`config.mk`:
```
export PLATFORM = sky130hd
export DESIGN_NAME = afmt_serial_port
export DESIGN_NICKNAME = d
export VERILOG_FILES = /design/src/rtl/afmt_pkg.sv /design/src/rtl/afmt_edge.sv /design/src/rtl/afmt_clkgen.sv /design/src/rtl/afmt_engine.sv /design/src/rtl/afmt_serial_port.sv
export SDC_FILE = /design/constraint.sdc
export NUM_CORES = 1
export LEC_CHECK = 0
export CORE_MARGIN = 2
export CORE_UTILIZATION = 55
export DETAILED_ROUTE_END_ITERATION = 16
export HOLD_SLACK_MARGIN = 0.15
export PLACE_DENSITY = 0.76
export SYNTH_ARGS = -nofsm -noshare
export SYNTH_HDL_FRONTEND = slang
export SYNTH_SLANG_ARGS = --single-unit
```
`constraint.sdc`:
```
create_clock -name clk -period 10.8 [get_ports clk]
set_input_delay 2.16 -clock clk [delete_from_list [all_inputs] [get_ports clk]]
set_output_delay 2.16 -clock clk [all_outputs]
set_load 0.03 [all_outputs]
```
`src/rtl/afmt_pkg.sv`:
```
`timescale 1ns/1ps
package afmt_pkg;

    typedef enum logic [1:0] {
        FMT_I2S = 2'd0,
        FMT_LJ  = 2'd1,
        FMT_RJ  = 2'd2,
        FMT_DSP = 2'd3
    } afmt_fmt_e;

    // Bits per word on the wire; right-justified falls back from 32 to 24.
    function automatic logic [6:0] eff_len(input afmt_fmt_e f, input logic [1:0] wsel);
        logic [6:0] w;
        case (wsel)
            2'd0:    w = 7'd16;
            2'd1:    w = 7'd20;
            2'd2:    w = 7'd24;
            default: w = 7'd32;
        endcase
        if (f == FMT_RJ && w == 7'd32) w = 7'd24;
        return w;
    endfunction

endpackage

```
`src/rtl/afmt_edge.sv`:
```
`timescale 1ns/1ps
module afmt_edge #(
    parameter int SYNC = 2
) (
    input  logic clk,
    input  logic rst_n,
    input  logic bclk_i,
    input  logic lrclk_i,
    input  logic sd_i,
    output logic rise_o,
    output logic fall_o,
    output logic lr_o,
    output logic sd_o
);
    typedef struct packed {
        logic [SYNC-1:0] b_sh;
        logic [SYNC-1:0] l_sh;
        logic [SYNC-1:0] d_sh;
        logic            b_last;
        logic            fall_dly;
    } edge_st_t;

    edge_st_t st_d, st_q;
    logic     b_now;

    assign b_now = st_q.b_sh[SYNC-1];

    always_comb begin
        st_d          = st_q;
        st_d.b_sh     = {st_q.b_sh[SYNC-2:0], bclk_i};
        st_d.l_sh     = {st_q.l_sh[SYNC-2:0], lrclk_i};
        st_d.d_sh     = {st_q.d_sh[SYNC-2:0], sd_i};
        st_d.b_last   = b_now;
        // falling edge acted on one cycle late so the frame clock has settled
        st_d.fall_dly = st_q.b_last & ~b_now;
    end

    always_ff @(posedge clk or negedge rst_n) begin
        if (!rst_n) st_q <= '0;
        else        st_q <= st_d;
    end

    assign rise_o = b_now & ~st_q.b_last;
    assign fall_o = st_q.fall_dly;
    assign lr_o   = st_q.l_sh[SYNC-1];
    assign sd_o   = st_q.d_sh[SYNC-1];

endmodule

```
`src/rtl/afmt_clkgen.sv`:
```
`timescale 1ns/1ps
module afmt_clkgen
    import afmt_pkg::*;
#(
    parameter int HALF_DIV = 8,
    parameter int SLOT     = 32
) (
    input  logic      clk,
    input  logic      rst_n,
    input  logic      run_i,
    input  afmt_fmt_e fmt_i,
    output logic      bclk_o,
    output logic      lrclk_o
);
    localparam int DIV_W = $clog2(HALF_DIV + 1);
    localparam int CNT_W = $clog2(2 * SLOT);
    localparam logic [DIV_W-1:0] DIV_LAST = DIV_W'(HALF_DIV - 1);

    typedef struct packed {
        logic [DIV_W-1:0] div;
        logic             bclk;
        logic [CNT_W-1:0] cnt;
        logic             lr;
    } gen_st_t;

    gen_st_t st_d, st_q;

    function automatic logic lr_level(input afmt_fmt_e f, input logic [CNT_W-1:0] c);
        case (f)
            FMT_I2S: return c[CNT_W-1];
            FMT_DSP: return (c == '0);
            default: return ~c[CNT_W-1];
        endcase
    endfunction

    always_comb begin
        st_d = st_q;
        if (!run_i) begin
            st_d = '0;
        end else if (st_q.div == DIV_LAST) begin
            st_d.div  = '0;
            st_d.bclk = ~st_q.bclk;
            if (st_q.bclk) begin
                st_d.cnt = st_q.cnt + 1'b1;
                st_d.lr  = lr_level(fmt_i, st_d.cnt);
            end
        end else begin
            st_d.div = st_q.div + 1'b1;
        end
    end

    always_ff @(posedge clk or negedge rst_n) begin
        if (!rst_n) st_q <= '0;
        else        st_q <= st_d;
    end

    assign bclk_o  = st_q.bclk;
    assign lrclk_o = st_q.lr;

    AST_LR_ON_BCLK_FALL: assert property (@(posedge clk) disable iff (!rst_n)
        (run_i && $past(run_i) && (st_q.lr != $past(st_q.lr))) |-> ($past(st_q.bclk) && !st_q.bclk))
        else $error("frame clock moved away from a bit-clock fall");

endmodule

```
`src/rtl/afmt_engine.sv`:
```
`timescale 1ns/1ps
module afmt_engine
    import afmt_pkg::*;
#(
    parameter int SAMPLE_W = 24,
    parameter int SLOT     = 32,
    parameter int MAX_W    = 32
) (
    input  logic                clk,
    input  logic                rst_n,
    input  logic                active_i,
    input  afmt_fmt_e           fmt_i,
    input  logic [1:0]          wsel_i,
    input  logic                phase_i,
    input  logic                rise_i,
    input  logic                fall_i,
    input  logic                lr_i,
    input  logic                sd_i,
    input  logic [SAMPLE_W-1:0] tx_left_i,
    input  logic [SAMPLE_W-1:0] tx_right_i,
    output logic                sd_o,
    output logic [SAMPLE_W-1:0] rx_left_o,
    output logic [SAMPLE_W-1:0] rx_right_o,
    output logic                rx_valid_o
);
    localparam int POS_W = $clog2(2 * SLOT) + 1;
    localparam logic [POS_W-1:0] POS_MAX = '1;

    typedef struct packed {
        logic                lr_last;
        logic                ch;
        logic [POS_W-1:0]    pos;
        logic [SAMPLE_W-1:0] txl;
        logic [SAMPLE_W-1:0] txr;
        logic [MAX_W-1:0]    accl;
        logic [MAX_W-1:0]    accr;
        logic                sd;
        logic [SAMPLE_W-1:0] rxl;
        logic [SAMPLE_W-1:0] rxr;
        logic                valid;
    } eng_st_t;

    eng_st_t          st_d, st_q;
    logic [6:0]       wlen;
    logic [6:0]       last_k;
    logic             hit, right, edge_seen;
    logic [POS_W-1:0] k;
    logic [SAMPLE_W-1:0] shifted;
    logic [MAX_W-1:0]    bit_mask;

    assign wlen   = eff_len(fmt_i, wsel_i);
    assign last_k = (int'(wlen) > SAMPLE_W) ? 7'(SAMPLE_W - 1) : wlen - 7'd1;

    // Map a bit slot to (in word?, channel, index from MSB).
    function automatic void locate(input afmt_fmt_e f, input int w, input logic ph,
                                   input logic [POS_W-1:0] p, input logic ch,
                                   output logic h, output logic r, output logic [POS_W-1:0] kk);
        int start, rel;
        case (f)
            FMT_I2S: start = 1;
            FMT_LJ:  start = 0;
            FMT_RJ:  start = SLOT - w;
            default: start = int'(ph);
        endcase
        rel = int'(p) - start;
        h   = 1'b0;
        r   = ch;
        kk  = '0;
        if (f == FMT_DSP) begin
            if (rel >= 0 && rel < w) begin
                h = 1'b1; r = 1'b0; kk = POS_W'(rel);
            end else if (rel >= w && rel < 2 * w) begin
                h = 1'b1; r = 1'b1; kk = POS_W'(rel - w);
            end
        end else if (rel >= 0 && rel < w) begin
            h  = 1'b1;
            kk = POS_W'(rel);
        end
    endfunction

    always_comb begin
        st_d       = st_q;
        st_d.valid = 1'b0;
        hit        = 1'b0;
        right      = 1'b0;
        k          = '0;
        edge_seen  = 1'b0;
        shifted    = '0;
        bit_mask   = '0;
        if (!active_i) begin
            st_d.lr_last = 1'b0;
            st_d.ch      = 1'b0;
            st_d.pos     = POS_MAX;
            st_d.accl    = '0;
            st_d.accr    = '0;
            st_d.sd      = 1'b0;
        end else if (fall_i) begin
            edge_seen    = (fmt_i == FMT_DSP) ? (lr_i & ~st_q.lr_last) : (lr_i != st_q.lr_last);
            st_d.lr_last = lr_i;
            if (edge_seen) begin
                st_d.pos = '0;
                st_d.ch  = (fmt_i == FMT_I2S) ? lr_i : ~lr_i;
            end else if (st_q.pos != POS_MAX) begin
                st_d.pos = st_q.pos + 1'b1;
            end
            if (edge_seen && (fmt_i == FMT_DSP || !st_d.ch)) begin
                st_d.txl = tx_left_i;
                st_d.txr = tx_right_i;
            end
            locate(fmt_i, int'(wlen), phase_i, st_d.pos, st_d.ch, hit, right, k);
            shifted = (right ? st_d.txr : st_d.txl) << k;
            st_d.sd = hit && (int'(k) < SAMPLE_W) && shifted[SAMPLE_W-1];
        end else if (rise_i) begin
            locate(fmt_i, int'(wlen), phase_i, st_q.pos, st_q.ch, hit, right, k);
            bit_mask = MAX_W'(sd_i) << (POS_W'(MAX_W - 1) - k);
            if (hit) begin
                if (right) st_d.accr = ((k == '0) ? '0 : st_q.accr) | bit_mask;
                else       st_d.accl = ((k == '0) ? '0 : st_q.accl) | bit_mask;
                if (right && k == POS_W'(last_k)) begin
                    st_d.rxl   = st_q.accl[MAX_W-1 -: SAMPLE_W];
                    st_d.rxr   = st_d.accr[MAX_W-1 -: SAMPLE_W];
                    st_d.valid = 1'b1;
                end
            end
        end
    end

    always_ff @(posedge clk or negedge rst_n) begin
        if (!rst_n) begin
            st_q     <= '0;
            st_q.pos <= POS_MAX;
        end else begin
            st_q     <= st_d;
        end
    end

    assign sd_o       = st_q.sd;
    assign rx_left_o  = st_q.rxl;
    assign rx_right_o = st_q.rxr;
    assign rx_valid_o = st_q.valid;

    AST_VALID_SINGLE: assert property (@(posedge clk) disable iff (!rst_n)
        st_q.valid |=> !st_q.valid)
        else $error("strobe held for two cycles");

    AST_VALID_AFTER_RISE: assert property (@(posedge clk) disable iff (!rst_n)
        st_q.valid |-> $past(rise_i))
        else $error("strobe without a sampling edge");

    AST_TX_STEADY_AT_RISE: assert property (@(posedge clk) disable iff (!rst_n)
        (rise_i && active_i) |=> (st_q.sd == $past(st_q.sd)))
        else $error("data line moved at a rising edge");

    AST_IDLE_CLEAR: assert property (@(posedge clk) disable iff (!rst_n)
        !active_i |=> (!st_q.sd && !st_q.valid))
        else $error("inactive port still driving");

endmodule

```
`src/rtl/afmt_serial_port.sv`:
```
`timescale 1ns/1ps
module afmt_serial_port
    import afmt_pkg::*;
#(
    parameter int SAMPLE_W = 24,
    parameter int SLOT     = 32,
    parameter int MAX_W    = 32,
    parameter int HALF_DIV = 8,
    parameter int SYNC     = 2
) (
    input  logic                clk,
    input  logic                rst_n,
    input  logic                active_i,
    input  logic                master_i,
    input  logic [1:0]          fmt_i,
    input  logic [1:0]          wlen_i,
    input  logic                dsp_phase_i,
    input  logic                bclk_i,
    input  logic                lrclk_i,
    input  logic                sdin_i,
    input  logic [SAMPLE_W-1:0] tx_left_i,
    input  logic [SAMPLE_W-1:0] tx_right_i,
    output logic                bclk_o,
    output logic                bclk_oe_o,
    output logic                lrclk_o,
    output logic                lrclk_oe_o,
    output logic                sdout_o,
    output logic                sdout_oe_o,
    output logic [SAMPLE_W-1:0] rx_left_o,
    output logic [SAMPLE_W-1:0] rx_right_o,
    output logic                rx_valid_o
);
    afmt_fmt_e fmt;
    logic      run_master;
    logic      gen_bclk, gen_lr;
    logic      src_bclk, src_lr;
    logic      rise, fall, lr_s, sd_s;

    assign fmt        = afmt_fmt_e'(fmt_i);
    assign run_master = active_i & master_i;

    afmt_clkgen #(.HALF_DIV(HALF_DIV), .SLOT(SLOT)) u_clkgen (
        .clk     (clk),
        .rst_n   (rst_n),
        .run_i   (run_master),
        .fmt_i   (fmt),
        .bclk_o  (gen_bclk),
        .lrclk_o (gen_lr)
    );

    assign src_bclk = master_i ? gen_bclk : bclk_i;
    assign src_lr   = master_i ? gen_lr   : lrclk_i;

    afmt_edge #(.SYNC(SYNC)) u_edge (
        .clk     (clk),
        .rst_n   (rst_n),
        .bclk_i  (src_bclk),
        .lrclk_i (src_lr),
        .sd_i    (sdin_i),
        .rise_o  (rise),
        .fall_o  (fall),
        .lr_o    (lr_s),
        .sd_o    (sd_s)
    );

    afmt_engine #(.SAMPLE_W(SAMPLE_W), .SLOT(SLOT), .MAX_W(MAX_W)) u_engine (
        .clk        (clk),
        .rst_n      (rst_n),
        .active_i   (active_i),
        .fmt_i      (fmt),
        .wsel_i     (wlen_i),
        .phase_i    (dsp_phase_i),
        .rise_i     (rise),
        .fall_i     (fall),
        .lr_i       (lr_s),
        .sd_i       (sd_s),
        .tx_left_i  (tx_left_i),
        .tx_right_i (tx_right_i),
        .sd_o       (sdout_o),
        .rx_left_o  (rx_left_o),
        .rx_right_o (rx_right_o),
        .rx_valid_o (rx_valid_o)
    );

    assign bclk_o     = gen_bclk;
    assign lrclk_o    = gen_lr;
    assign bclk_oe_o  = run_master;
    assign lrclk_oe_o = run_master;
    assign sdout_oe_o = active_i;

endmodule

```
======== Yosys cells after proc, flatten, opt, wreduce, memory -nomap -nowiden ========
Cells that the tools add are included.
storage, ports and cells
  flip-flop bits (word level) ............. 191
  word-level logic and storage cells ...... 177
operators by class
  add/sub/neg operators ................... 10
  order comparisons ....................... 10
  equality and inequality tests ........... 18
  shifts and indexed selects .............. 2
  muxes and demuxes ....................... 82
  bitwise gates (word level) .............. 13
  reduce and logical (&&, ||, !) cells .... 21
operator list
  cell                                                                                  number
  32-bit two-way mux                                                                    9
  64-bit two-way mux                                                                    3
  48-bit two-way mux                                                                    3
  7-bit two-way mux                                                                     19
  32-bit case mux with 3 select lines                                                   1
  65-bit two-way mux                                                                    1
  32-bit by 1-bit greater-or-equal comparator with 1-bit output, second input constant  2
  32-bit by 7-bit greater-or-equal comparator with 1-bit output                         2
  32-bit by 7-bit less-than comparator with 1-bit output                                2
  32-bit by 8-bit less-than comparator with 1-bit output                                2
  32-bit OR                                                                             2
  8-bit by 32-bit subtractor with 32-bit output                                         2
  57-bit two-way mux                                                                    1
  1-bit two-way mux                                                                     37
  1-bit by 7-bit left shift with 32-bit output                                          1
  24-bit two-way mux                                                                    1
  24-bit by 7-bit left shift with 24-bit output                                         1
  6-bit case mux with 3 select lines                                                    1
  7-bit subtractor                                                                      2
  12-bit two-way mux                                                                    1
  1-bit logical AND                                                                     9
  9-bit two-way mux                                                                     1
  8-bit two-way mux                                                                     1
  2-bit by 1-bit inequality test with 1-bit output, second input constant               4
  30 further kinds                                                                      48

======== Depth between registers and ports, before layout ========
  depth after elaboration ................. 27
  depth in mapped cells ................... 29

======== Hierarchy ========
Synthesis repeated with hierarchy kept, for this count alone.
unflattened totals
  cell total of the unflattened synthesis .. 1172
  area, all modules ....................... 11160.7 µm²
modules (own cells, without submodules)
  module            instances  cells each  area each (µm²)  seq. area each (µm²)
  afmt_engine       1          1087        10192.3          3887.5
  afmt_clkgen       1          70          708.2            300.3
  afmt_edge         1          10          215.2            200.2
  afmt_serial_port  1          5           45.0             0.0

======== Least setup slack after synthesis ========
OpenSTA, ideal clock, no wires.
  kind .................................... input-to-reg
  start point ............................. input port fmt_i[0]
  end point ............................... register u_engine.st_q, in the netlist u_engine.sd_o
  setup time .............................. 127 ps
  data arrival time ....................... 7413 ps
  required time ........................... 10673 ps
  setup slack ............................. 3259 ps
  stages on the path ...................... 27
  path buffers ............................ 4
  cells stage by stage .................... ha_1 buf_2 nand2b_1 and2_0 buf_2 clkbuf_1 nand2b_1 ha_1 ha_1 nand2b_1 a21oi_1 o311a_1 nor2_1 ha_1 or4b_1 nor3_1 nand2_1 or4b_1 o21a_1 nor2_4 buf_4 mux2_2 a21oi_1 o21ai_0 a21o_1 a41oi_1 nand3_1
on the way
  cells in the longest elaborated chain, start to end .. 20
ends and longest elaborated chain
  item                                                                                                RTL line                                text
  from (decl)                                                                                         afmt_serial_port.sv:15                  input logic [1:0] fmt_i,
  2-bit equality test                                                                                 afmt_pkg.sv:20, afmt_engine.sv:59
  1-bit logical AND                                                                                   afmt_pkg.sv:20                          if (f == FMT_RJ && w == 7'd32) w = 7'd24;
  6-bit two-way mux                                                                                   afmt_pkg.sv:20
  6-bit by 6-bit subtractor with 7-bit output                                                         afmt_engine.sv:62                       FMT_RJ: start = SLOT - w;
  32-bit case mux with 3 select lines                                                                 afmt_engine.sv:59                       case (f)
  32-bit two-way mux                                                                                  afmt_engine.sv:97                       end else if (fall_i) begin
  32-bit two-way mux                                                                                  afmt_engine.sv:90                       if (!active_i) begin
  8-bit by 32-bit subtractor with 32-bit output                                                       afmt_engine.sv:65                       rel = int'(p) - start;
  (+4 left out)                                                                                       --
  1-bit two-way mux / 7-bit two-way mux (equally long branches)                                       afmt_engine.sv:69                       if (f == FMT_DSP) begin
  1-bit two-way mux / 7-bit two-way mux (equally long branches)                                       afmt_engine.sv:97
  1-bit two-way mux / 7-bit two-way mux (equally long branches)                                       afmt_engine.sv:90
  24-bit two-way mux / 7-bit by 5-bit less-than comparator with 1-bit output (equally long branches)  afmt_engine.sv:111, afmt_engine.sv:112
  24-bit by 7-bit left shift with 24-bit output / 1-bit logical AND (equally long branches)           afmt_engine.sv:111, afmt_engine.sv:112
  1-bit logical AND (*)                                                                               afmt_engine.sv:112                      st_d.sd = hit && (int'(k) < SAMPLE_W) && shifted[SAMPLE_W-1];
  1-bit two-way mux (*)                                                                               afmt_engine.sv:97
  65-bit two-way mux (*)                                                                              afmt_engine.sv:90
  to (signal assigned)                                                                                afmt_engine.sv:133                      st_q <= st_d;
  to (decl)                                                                                           afmt_engine.sv:43                       eng_st_t st_d, st_q;
Every way passes the cells marked *; elsewhere a longest branch is shown, timed or not. The select of a mux whose other input is x is not followed.
A chain may end at the register's enable or synchronous reset.

======== Final worst setup path ========
  start point ............................. input port fmt_i[1]
  end point ............................... register u_engine.st_q, in the netlist u_engine.sd_o
Same word-level chain as after synthesis.

==> flow_summary.json <==
{
  "synth_mux_area_share_pct": 13.3,
  "outcome": "completed",
  "nets": 1248,
  "wl_met1_um": 10900,
  "placementRows": 51,
  "gp_congestion": 0.980,
  "rr_startpoint": "u_engine.st_q[163]",
  "clk_pin_slew_ns": 0.07,
  "synth_top_area_cell": "dfrtp_1",
  "antenna_found_initial": 0,
  "core_mm2": 0.0194,
  "start_kind": "primary input",
  "reg2reg_to": "u_engine.sd_o",
  "period_needed_ns": 8.77,
  "startpoint": "fmt_i[1]",
  "drc": 0,
  "p_per_area_mw_per_mm2": 153,
  "clock_latency_ns": 0.43,
  "numCtsBuffers": 17,
  "synthAdderAreaFrac_pct": 6.10,
  "wirelength_um": 24700,
  "slew_headroom_pct": 24.5,
  "hold_buffers": 0,
  "syn_avg_cell_area_um2": 10.2,
  "period_share_pct": 81.2,
  "vias": 8339,
  "port_buffers": 114,
  "cts_tree": "yes",
  "fin_hold_ws_ns": 0.350,
  "critPathArrivalTime_ns": 9.08,
  "r2r_cells": 25,
  "crit_path_top_delay_cell": "and2_0",
  "area_delta_synth_final_pct": 15.0,
  "die_w_um": 144,
  "syn_inst": 1066,
  "grtUsageTotal_pct": 24.6,
  "cts_buffer_depth": 2,
  "post_cts_resized": 0,
  "endpoint_kind": "flip-flop",
  "cp_cell_sequence": "clkdlybuf4s50_1, ha_1, nand2b_1, and2_0, nor2_1, ha_1, o21ai_0, a21o_1, a21oi_1, o21ai_0, ha_1, or4b_1, nor3_1, nand2_1, or4b_1, o21a_1, nor2_4, mux2_2, a21oi_1, o21ai_0, a21o_1, a41oi_1, nand3_1",
  "fin_ws_ns": 2.03,
  "n_antenna_cell": 0,
  "dr.first_iter.drc_count": 570,
  "finalMaxSlewViolations": 0,
  "grt_pass1_wl_um": 40800,
  "p_leak_nw": 5.37,
  "min_from": "u_edge.st_d[7]",
  "io_pins": 115,
  "cap_violations": 0,
  "die_h_um": 144,
  "async_flop_share_pct": 100,
  "ys_warn_count": 0,
  "ys_top_cells_by_area": "dfrtp_1 39%, ha_1 6.0%, mux2_2 5.7%",
  "place_area_mm2": 0.0119,
  "reg2reg_setup_slack_ns": 3.83,
  "wl_per_cell_um": 17.5,
  "path_class": "primary input to flip-flop",
  "skew_ns": 0.0102,
  "yosysTopAreaCellShare_pct": 38.8,
  "dr_wl_met3_um": 1150,
  "drt-pass1-iter-count": 5,
  "rsz0062_at_grt": "false",
  "fin_area_mm2": 0.0125,
  "ir_drop_uv": 121,
  "synth_edf_count": 0,
  "htree_levels": 4,
  "timing.fmax_mhz": 114,
  "synth_seq_area_share_pct": 40.5,
  "synth-simple-area-share_pct": 14.8,
  "setup_tns_ns": 0,
  "viasPerCell": 5.90,
  "ant_nets": 0,
  "syn_area_mm2": 0.0108,
  "critPathCapture": "u_engine.sd_o",
  "preCtsSetupSlack_ns": 1.72,
  "hpwl_um": 17800,
  "grt_max_degree": 111,
  "finalHoldViolCount": 0,
  "synth-seq-cells": 175,
  "postCtsSetupRepairBufs": 0,
  "initial_utilization_pct": 55.9,
  "grt-ovfl-total": 0,
  "synth_top_family_by_area": "compound AO/OA/AOI/OAI gates",
  "synthFlopType": "dfrtp_1",
  "cpPeakStageDelay_ns": 0.60,
  "cts.sinks": 175,
  "crit_path_max_fanout": 25,
  "synth_cell_types": 91,
  "drive_gt1_share_pct": 15.0,
  "fin_util_pct": 64.3,
  "synth_compound_area_share_pct": 16.3,
  "hold_class": "flip-flop to flip-flop",
  "wl_met2_um": 12200,
  "setup_viol": 0,
  "die-area_mm2": 0.0209,
  "top_layer": "met4",
  "clockRootBuffer": "clkbuf_16",
  "worstPathRequired_ns": 11.11,
  "grt_pass1_vias": 8116,
  "worst_pin_slew_ns": 1.12,
  "synth_xor_area_share_pct": 2.35
}
layout make-up:
class / instances / area, µm²
Clock buffer: 22 / 464
Clock inverter: 10 / 121
Fill cell: 1581 / 6930
Inverter: 35 / 131
Multi-Input combinational cell: 784 / 5820
Sequential cell: 175 / 4390
Tap cell: 265 / 332
Timing Repair Buffer: 123 / 1210
synthesized netlist by cell type (5+ instances only):
cell type,instances
nor3_1,19
xor2_1,11
nor4_1,9
nand3_1,29
o21ai_0,61
a22o_1,31
xnor2_1,15
nor2_1,58
buf_1,8
o21ai_2,5
nor2b_1,5
o21ai_1,15
mux4_2,8
clkbuf_1,19
a21oi_1,34
buf_6,6
or4b_1,6
or2_2,8
and3_1,9
buf_2,8
buf_4,51
dfstp_2,7
ha_1,52
mux2_4,22
a31oi_1,6
inv_1,34
nand2_1,109
mux2_2,55
dfrtp_1,168
nand2b_1,14
o21a_1,8
or3_1,7
nand4_1,9
mux2i_1,31
a22oi_1,31
or4_1,6
o2bb2ai_1,5
stage by stage:
stage,cells,power (mW)
after floorplan,1086,1.15
after global placement,1382,1.28
after detailed placement,1382,1.30
after CTS,1414,1.91
after global routing,1414,2.01
final,1414,1.91
power by group:
part           leakage [nW]  internal (mW)  switching (mW)  total [mW]
clock                 0.287          0.339           0.280       0.620
combinational          2.75          0.238           0.295       0.533
sequential             2.33          0.720          0.0377       0.758
how the worst min path moves through the flow:
stage | endpoint | slack [ns] | depth (start not counted)
after CTS | u_edge.b_now | 0.35 | 0
after floorplan | u_edge.b_now | 0.33 | 0
after global routing | u_edge.lr_o | 0.37 | 0
after detailed placement | u_edge.b_now | 0.33 | 0
after global placement | u_edge.lr_o | 0.33 | 0
final | u_edge.b_now | 0.35 | 0
logic make-up (layout without fill, tap and decap cells):
kind of cell	after synthesis	after routing
AOI/OAI and AO/OA	252	252
xor gates and xnor gates	27	27
adders and majority gates	53	53
buffers and inverters	127	190
DFF	175	175
muxes	116	116
other	1	21
and+or+nand+nor	315	315
cells in the final DEF, fill, tap and decap left out, drive strengths merged, types with 5 or more instances in the layout:
cell type / count
a21oi: 40
a22o: 31
a22oi: 31
a31oi: 6
and3: 9
buf: 10
clkbuf: 22
clkdlybuf4s50: 113
conb: 21
dfrtp: 168
dfstp: 7
ha: 52
inv: 40
mux2: 77
mux2i: 31
mux4: 8
nand2: 109
nand2b: 15
nand3: 29
nand4: 9
nor2: 60
nor2b: 6
nor3: 19
nor3b: 5
nor4: 10
o21a: 8
o21ai: 81
o22ai: 5
o2bb2ai: 6
or2: 10
or3: 7
or4: 6
or4b: 7
xnor2: 16
xor2: 11
flip-flops by register name, summed over array words and instances, names as in the netlist:
signal / flops
u_engine.sd_o: 1
u_engine.rx_valid_o: 1
u_clkgen.bclk_o: 1
u_engine.rx_left_o: 24
u_edge.b_now: 1
u_edge.st_d: 3
u_edge.st_q: 1
u_edge.fall_o: 1
u_engine.st_q: 105
u_edge.sd_o: 1
u_clkgen.st_q: 10
u_edge.lr_o: 1
u_clkgen.lrclk_o: 1
u_engine.rx_right_o: 24
worst max-delay path, delay by kind of cell:
| family | cells | cell delay [ns] |
|---|---|---|
| AOI/OAI and AO/OA | 9 | 1.74 |
| adders and majority gates | 3 | 1.08 |
| buffers and inverters | 1 | 0.51 |
| muxes | 1 | 0.42 |
| and+or+nand+nor | 9 | 3.17 |
routing by layer:
metal,track usage [%],up-vias
li1,-,3959
met1,32.7,4079
met2,41.4,263
met3,4.60,38
met4,6.44,0
met5,0,-
Note: power is estimated with default switching activity, not from simulation.
